<file path="config.mk">
export PLATFORM = sky130hd
export DESIGN_NAME = pgm_status_ctrl
export DESIGN_NICKNAME = d
export VERILOG_FILES = /design/src/rtl/pes_pkg.sv /design/src/rtl/pes_op_tracker.sv /design/src/rtl/pes_fail_bits.sv /design/src/rtl/pes_snap.sv /design/src/rtl/pgm_status_ctrl.sv
export SDC_FILE = /design/constraint.sdc
export NUM_CORES = 1
export LEC_CHECK = 0
export ABC_CLOCK_PERIOD_IN_PS = 1900
export BUFFER_PORTS_ARGS = -buffer_cell sky130_fd_sc_hd__buf_2
export CORE_MARGIN = 5
export CORE_UTILIZATION = 47
export CTS_BUF_LIST = sky130_fd_sc_hd__clkbuf_4 sky130_fd_sc_hd__clkbuf_8
export DETAILED_ROUTE_END_ITERATION = 8
export PLACE_DENSITY = 0.81
export SETUP_SLACK_MARGIN = 0.4
export SLEW_MARGIN = 20
export SYNTH_ARGS = -nofsm -noshare
export SYNTH_HDL_FRONTEND = slang
export SYNTH_SLANG_ARGS = --single-unit
</file>
<file path="constraint.sdc">
create_clock -name clk -period 1.9 [get_ports clk]
set_clock_uncertainty 0.2 [all_clocks]
set_input_delay 0 -clock clk [delete_from_list [all_inputs] [get_ports clk]]
set_output_delay 0 -clock clk [all_outputs]
set_load 0.01 [all_outputs]
</file>
<file path="src/rtl/pes_pkg.sv">
package pes_pkg;
  localparam int STAT_W  = 8;
  localparam int BIT_RDY = 7;
  localparam int BIT_SUS = 6;
  localparam int BIT_EF  = 5;
  localparam int BIT_PF  = 4;
  localparam int BIT_PRT = 3;

  typedef enum logic [1:0] {
    ST_IDLE  = 2'd0,
    ST_RUN   = 2'd1,
    ST_SPEND = 2'd2,
    ST_SUSP  = 2'd3
  } eng_st_e;
endpackage

</file>
<file path="src/rtl/pes_op_tracker.sv">
module pes_op_tracker
  import pes_pkg::*;
(
  input  logic clk,
  input  logic rst_n,
  input  logic start_req_i,
  input  logic start_erase_i,
  input  logic fail_any_i,
  input  logic cmd_suspend_i,
  input  logic cmd_resume_i,
  input  logic cmd_abort_i,
  input  logic eng_done_i,
  input  logic eng_fail_i,
  input  logic eng_susp_ack_i,
  output logic ready_o,
  output logic susp_o,
  output logic susp_req_o,
  output logic active_o,
  output logic set_efail_o,
  output logic set_pfail_o
);
  eng_st_e st_q, st_d;
  logic    erase_q;
  logic    done_in_op;

  assign done_in_op  = eng_done_i && (st_q == ST_RUN || st_q == ST_SPEND);
  assign set_efail_o = done_in_op && eng_fail_i && erase_q;
  assign set_pfail_o = done_in_op && eng_fail_i && !erase_q;

  always_comb begin
    st_d = st_q;
    unique case (st_q)
      ST_IDLE:  if (start_req_i && !fail_any_i) st_d = ST_RUN;
      ST_RUN: begin
        if (eng_done_i)                    st_d = ST_IDLE;
        else if (cmd_suspend_i && erase_q) st_d = ST_SPEND;
      end
      ST_SPEND: begin
        if (eng_done_i)          st_d = ST_IDLE;
        else if (cmd_resume_i)   st_d = ST_RUN;
        else if (eng_susp_ack_i) st_d = ST_SUSP;
      end
      ST_SUSP: begin
        if (cmd_resume_i)     st_d = ST_RUN;
        else if (cmd_abort_i) st_d = ST_IDLE;
      end
      default: st_d = ST_IDLE;
    endcase
  end

  always_ff @(posedge clk) begin
    if (!rst_n) begin
      st_q    <= ST_IDLE;
      erase_q <= 1'b0;
    end else begin
      st_q <= st_d;
      if (st_q == ST_IDLE && start_req_i && !fail_any_i) erase_q <= start_erase_i;
    end
  end

  assign ready_o    = (st_q == ST_IDLE) || (st_q == ST_SUSP);
  assign susp_o     = (st_q == ST_SPEND) || (st_q == ST_SUSP);
  assign susp_req_o = susp_o;
  assign active_o   = (st_q != ST_IDLE);

  // a blocked start leaves the block ready
  p_no_start_on_fail_r6: assert property (@(posedge clk) disable iff (!rst_n)
    (st_q == ST_IDLE && fail_any_i) |=> ready_o);
  // suspension only ever enters from a running erase
  p_susp_from_erase_r7: assert property (@(posedge clk) disable iff (!rst_n)
    (st_q == ST_RUN && !erase_q) |=> !susp_o);
  // pending suspend turns ready only on acknowledge
  p_ready_needs_ack_r8: assert property (@(posedge clk) disable iff (!rst_n)
    (st_q == ST_SPEND && !eng_susp_ack_i && !eng_done_i) |=> !ready_o);
  // abort outside suspension does nothing
  p_abort_idle_r10: assert property (@(posedge clk) disable iff (!rst_n)
    (st_q == ST_RUN && cmd_abort_i && !eng_done_i && !cmd_suspend_i) |=> active_o);
endmodule

</file>
<file path="src/rtl/pes_fail_bits.sv">
module pes_fail_bits (
  input  logic clk,
  input  logic rst_n,
  input  logic set_efail_i,
  input  logic set_pfail_i,
  input  logic clear_i,
  output logic efail_o,
  output logic pfail_o
);
  always_ff @(posedge clk) begin
    if (!rst_n) begin
      efail_o <= 1'b0;
      pfail_o <= 1'b0;
    end else begin
      if (set_efail_i)  efail_o <= 1'b1;
      else if (clear_i) efail_o <= 1'b0;
      if (set_pfail_i)  pfail_o <= 1'b1;
      else if (clear_i) pfail_o <= 1'b0;
    end
  end

  // fail bits are sticky without a clear
  p_efail_sticky_r4: assert property (@(posedge clk) disable iff (!rst_n)
    (efail_o && !clear_i) |=> efail_o);
  p_pfail_sticky_r4: assert property (@(posedge clk) disable iff (!rst_n)
    (pfail_o && !clear_i) |=> pfail_o);
  // a same-cycle set beats a clear
  p_set_wins_r5: assert property (@(posedge clk) disable iff (!rst_n)
    (set_efail_i && clear_i) |=> efail_o);
endmodule

</file>
<file path="src/rtl/pes_snap.sv">
module pes_snap #(
  parameter int STAT_W = 8,
  parameter int OUT_W  = 16
) (
  input  logic              clk,
  input  logic              rst_n,
  input  logic              cap_i,
  input  logic [STAT_W-1:0] live_i,
  input  logic [STAT_W-1:0] rst_val_i,
  output logic [OUT_W-1:0]  data_o
);
  localparam int PAD_W = OUT_W - STAT_W;
  logic [STAT_W-1:0] snap_q;

  always_ff @(posedge clk) begin
    if (!rst_n)     snap_q <= rst_val_i;
    else if (cap_i) snap_q <= live_i;
  end

  generate
    if (PAD_W > 0) begin : g_pad
      assign data_o = {{PAD_W{1'b0}}, snap_q};
    end else begin : g_nopad
      assign data_o = snap_q[OUT_W-1:0];
    end
  endgenerate

  // captured value is frozen between accesses
  p_hold_r11: assert property (@(posedge clk) disable iff (!rst_n)
    !cap_i |=> $stable(snap_q));
endmodule

</file>
<file path="src/rtl/pgm_status_ctrl.sv">
module pgm_status_ctrl
  import pes_pkg::*;
#(
  parameter int OUT_W = 16
) (
  input  logic             clk,
  input  logic             rst_n,
  input  logic             start_req_i,
  input  logic             start_erase_i,
  input  logic             cmd_clear_i,
  input  logic             cmd_suspend_i,
  input  logic             cmd_resume_i,
  input  logic             cmd_abort_i,
  input  logic             eng_done_i,
  input  logic             eng_fail_i,
  input  logic             eng_susp_ack_i,
  input  logic             prot_any_i,
  input  logic             rd_start_i,
  output logic             susp_req_o,
  output logic             start_inhibit_o,
  output logic [OUT_W-1:0] rd_data_o
);
  logic ready, susp, active, set_ef, set_pf, efail, pfail;
  logic [STAT_W-1:0] live, rst_val;

  pes_op_tracker u_trk (
    .clk, .rst_n,
    .start_req_i, .start_erase_i,
    .fail_any_i (efail | pfail),
    .cmd_suspend_i, .cmd_resume_i, .cmd_abort_i,
    .eng_done_i, .eng_fail_i, .eng_susp_ack_i,
    .ready_o    (ready),
    .susp_o     (susp),
    .susp_req_o (susp_req_o),
    .active_o   (active),
    .set_efail_o(set_ef),
    .set_pfail_o(set_pf)
  );

  pes_fail_bits u_fail (
    .clk, .rst_n,
    .set_efail_i(set_ef),
    .set_pfail_i(set_pf),
    .clear_i    (cmd_clear_i),
    .efail_o    (efail),
    .pfail_o    (pfail)
  );

  always_comb begin
    live          = '0;
    live[BIT_RDY] = ready;
    live[BIT_SUS] = susp;
    live[BIT_EF]  = efail;
    live[BIT_PF]  = pfail;
    live[BIT_PRT] = prot_any_i;
    rst_val          = '0;
    rst_val[BIT_RDY] = 1'b1;
    rst_val[BIT_PRT] = prot_any_i;
  end

  assign start_inhibit_o = active | efail | pfail;

  pes_snap #(.STAT_W(STAT_W), .OUT_W(OUT_W)) u_snap (
    .clk, .rst_n,
    .cap_i    (rd_start_i),
    .live_i   (live),
    .rst_val_i(rst_val),
    .data_o   (rd_data_o)
  );

  // resume drops the suspend request
  p_resume_clears_r9: assert property (@(posedge clk) disable iff (!rst_n)
    (susp_req_o && cmd_resume_i) |=> !susp_req_o);
  // abort from the parked state returns to ready
  p_abort_ready_r10: assert property (@(posedge clk) disable iff (!rst_n)
    (susp_req_o && ready && cmd_abort_i && !cmd_resume_i) |=> (ready && !susp_req_o));
endmodule

</file>
==> results.md <==
Clock tree:
- The total clock buffers created by CTS is 3.
- The clock latency at the later pin of the worst-skew pair is 270 ps.
- The post-CTS clock slew at the launch and capture registers of the worst setup and hold paths is 60 ps.
- The clock root buffer is clkbuf_4.
- CTS built an H-tree with a depth of 1.
- The tree built by TritonCTS fans out to 10 sinks.
- No sink is reached through more buffers than the 2 on the longest clock path.
- The clock tree from TritonCTS is done.

Critical path:
- The worst setup path is captured at a register.
- Along the worst path, the maximum fanout reaches 4.
- In this design, the stage delay of the slowest critical-path cell is 360 ps.
- The cell with the biggest individual delay on the critical path is dfxtp_4.
- The required time at the endpoint of the critical path is 1890 ps.
- The flop-to-flop setup slack is 450 ps.
- Data arrives at the worst endpoint at 1440 ps.
- The critical setup path kind is register to register.
- Walking the worst path, the cells encountered are inv_4, ha_4, nor2b_4, a22oi_2, o21ai_2, mux2i_1.
- The sort of element at the start of the critical path is a register.

Routing:
- Wires add up to 1530 um.
- Dividing the detail-routed via count by the number of cells gives 4.85.
- The first-pass detailed-route iteration total is 2.
- Dividing the detail-routed wire length by the instance count gives 12.7 um.
- The first routing iteration left 8 violations.
- The routed layout has 582 vias.
- In the routed design, unresolved DRC markers number 0.
- In this run the remaining antenna-violating nets after routing total 0.

Synth:
- Counting flops with a built-in enable in the synthesized netlist gives 1.
- After synthesis, the netlist uses 25 different library cells.
- Summing every instance area after synthesis gives 654 um^2.
- The most used flip-flop cell after synthesis is dfxtp_1.
- The proportion of synthesized flip-flops having asynchronous set or reset is 0%.
- The most area-hungry cell type in the Yosys netlist is dfxtp_1.
- Yosys printed 0 warnings.
- The top cell type's share of synthesized area is 27.5%.
- After technology mapping, the gate count stands at 74.
- Each instance of the synthesized netlist takes up on average 8.84 um^2.
- Summing the areas of all and, or, nand and nor instances in the mapped netlist gives 18.2% of the synthesized area.
- The multiplexer share of the synthesized area is 9.18%.
- The adder and majority cell fraction of the synthesized area is 13.4%.
- The synthesized netlist devotes 9.94% of its cell area to compound gates.
- The largest family of logic cells by synthesized area is simple AND/OR/NAND/NOR gates.
- The register bit total from synthesis is 10.
- By count the netlist is led by buf_4 (11), dfxtp_1 (9), ha_1 (7), nand2_1 (7), mux2i_1 (6).
- The XOR/XNOR share of the synthesized area is 0%.
- Among all cell types in the netlist, the one instantiated most often is buf_4.
- Summing the sequential cell areas from Yosys gives 32.1% of the chip area.
- Sorting the synthesized cells by area gives the leading types as dfxtp_1 (28%), ha_1 (13%), buf_4 (13%), mux2i_1 (9.2%), nor2b_1 (4.8%).

Global route:
- The number of global-route vias before repair is 580.
- Entering global routing, the biggest net connects 13 pins.
- The total track usage is 15.7%.
- The total overflow left after global routing is 0.
- The global-route wire length before repair is 2370 um.
- The number of antenna violations at the first check in global routing was 0.

Floorplan:
- The overall die height is 47.3 um.
- Once the floorplan was initialized, standard cells occupied 50.3% of the core.
- Measured along the x axis, the die boundary spans 47.3 um.
- Pin placement for this block handled 31 I/O pins.
- The die outline area is 2240 um^2.
- The floorplan step defined a core boundary enclosing 1300 um^2.
- The number of rows in the core area is 13.

Power and ir drop:
- Of the total power, the share spent switching nets is 32.1%.
- The analysis attributes to net switching a power of 222 uW.
- The leakage component of the power is 0.000431 uW.
- The ratio of total power to cell area is 766 nW/um^2.
- The worst voltage drop across the vdd grid is 0.534 mV.
- The internal power component is 469 uW.
- The share of total power dissipated in combinational logic is 35.3%.
- The portion of total power attributed to sequential cells is 37.4%.
- The proportion of power drawn by the clock network is 27.3%.

STA:
- The final number of setup-violating endpoints is 0.
- After routing, the total negative slack on setup checks comes to 0 ps.
- After layout, the minimum clock period comes to 1450 ps.
- The number of slew-limit violations in the final report is 0.
- Setup repair after global routing could not meet its margin everywhere.
- The number of hold violations in the final report came to 0.
- The achievable clock frequency is 690 MHz.
- The final clock period utilization by the worst path is 76.3%.

Flow run:
- The tool flagged a number of max-cap violations equal to 0.

Cells and area:
- Of the cells placed in the final design, the portion with a size suffix greater than 1 is 33.3%.
- The number of antenna diodes in the final layout is 0.
- The final cell count without fillers is 120.
- From synthesis to final layout, the design area changed by 38.0%.
- The area taken by multi-input logic gates is 403 um^2.
- The number of inserted filler cells in the final layout is 116.
- The final layout contains 126 nets.
- In the final layout, flip-flops and latches occupy 218 um^2.

Placement:
- The count of buffers added on input and output ports is 19.
- The wire-length estimate of the detail-placed layout is 986 um.
- The routability congestion estimate is 0.924.
- The number of placed instances, taps included, is 105.

Outcome:
- The run finished with clean final reports.

Min path:
- The worst hold path belongs to the class input port to register.
path summary, 6_finish.rpt:
path,to,cells after the start,start
worst max-delay path,u_trk.st_q[1],6,u_trk.st_q[0]
worst min-delay path,u_trk.st_q[0],5,cmd_abort_i
worst max register to register,u_trk.st_q[1],6,u_trk.st_q[0]
worst min register to register,u_snap.snap_q[7],2,u_snap.snap_q[7]
cells by family (layout without fill, tap and decap cells):
kind of cell             after synthesis  count (layout)
buffers and inverters                 18              39
flip-flops                            10              10
AO/OA/AOI/OAI                          9               9
multiplexers                           6               6
AND/OR/NAND/NOR                       23              23
other                                  1              11
adder cells (fa/ha/maj)                7               7
per-stage QoR:
| step | utilization [%] | total power (uW) | worst slack, ps | hold slack, ps | area (um^2) |
|---|---|---|---|---|---|
| 3_3_place_gp | 55.1 | 446 | 413 | -20.9 | 717 |
| 2_1_floorplan | - | 413 | 448 | -101 | 693 |
| 6_report | 69.4 | 692 | 450 | 19.6 | 903 |
| 5_1_grt | 69.4 | 741 | 364 | 49.9 | 903 |
| 4_1_cts | 67.1 | 679 | 416 | 5.42 | 873 |
| 3_5_place_dp | 55.1 | 451 | 339 | -20.7 | 717 |
critical path: cells and delay by family (launching register included):
kind | cells | cell delay, ps
flip-flops | 1 | 360
AO/OA/AOI/OAI | 2 | 270
multiplexers | 1 | 200
AND/OR/NAND/NOR | 1 | 140
adder cells (fa/ha/maj) | 1 | 120
buffers and inverters | 1 | 80
final cells by class:
type | instances | area share [%]
tap | 15 | 2.08
timing repair buffer | 30 | 22.9
multi-input combinational | 56 | 44.6
inverter | 5 | 2.35
clock buffer | 4 | 4.02
sequential | 10 | 24.1
per-layer routing:
layer,global-route usage (%),up-vias,share of wire (%)
met1,16.0,270,38
met2,28.3,24,51
met4,4.97,0,1.8
met3,6.90,4,9.1
met5,0,-,0
li1,-,284,-
what timing repair did:
item	in CTS	in global routing
cloned	0	0
hold buffers	9	0
endpoints found under the hold margin	11	0
setup buffers	1	1
setup endpoints to repair	3	4
resized for setup	7	8
pin swaps	2	3
cells in the final DEF (no fill, tap or decap), types with 2 or more instances in the layout:
| cell | instances |
|---|---|
| a22oi_2 | 2 |
| buf_2 | 18 |
| buf_4 | 2 |
| clkbuf_4 | 3 |
| conb_1 | 11 |
| dfxtp_1 | 7 |
| dfxtp_4 | 2 |
| dlygate4sd3_1 | 9 |
| ha_1 | 5 |
| inv_1 | 4 |
| mux2i_1 | 6 |
| nand2_1 | 7 |
| nand2b_1 | 2 |
| nand3_1 | 2 |
| nor2_1 | 3 |
| nor2b_1 | 4 |
state kept, by name, indices dropped and copies added, names as in the netlist:
| name | flops |
|---|---|
| u_snap.snap_q | 5 |
| u_trk.st_q | 2 |
| u_fail.efail_o | 1 |
| u_fail.pfail_o | 1 |
| u_trk.erase_q | 1 |
power by group through the flow:
| stage | sequential, uW | clock (uW) | combinational, uW |
|---|---|---|---|
| 3_5_place_dp | 258 | 0 | 193 |
| 6_report | 259 | 189 | 244 |
| 3_3_place_gp | 257 | 0 | 189 |
| 4_1_cts | 252 | 196 | 231 |
| 5_1_grt | 263 | 205 | 273 |
| 2_1_floorplan | 258 | 0 | 154 |
No activity file was read; power rests on OpenSTA's default activity.
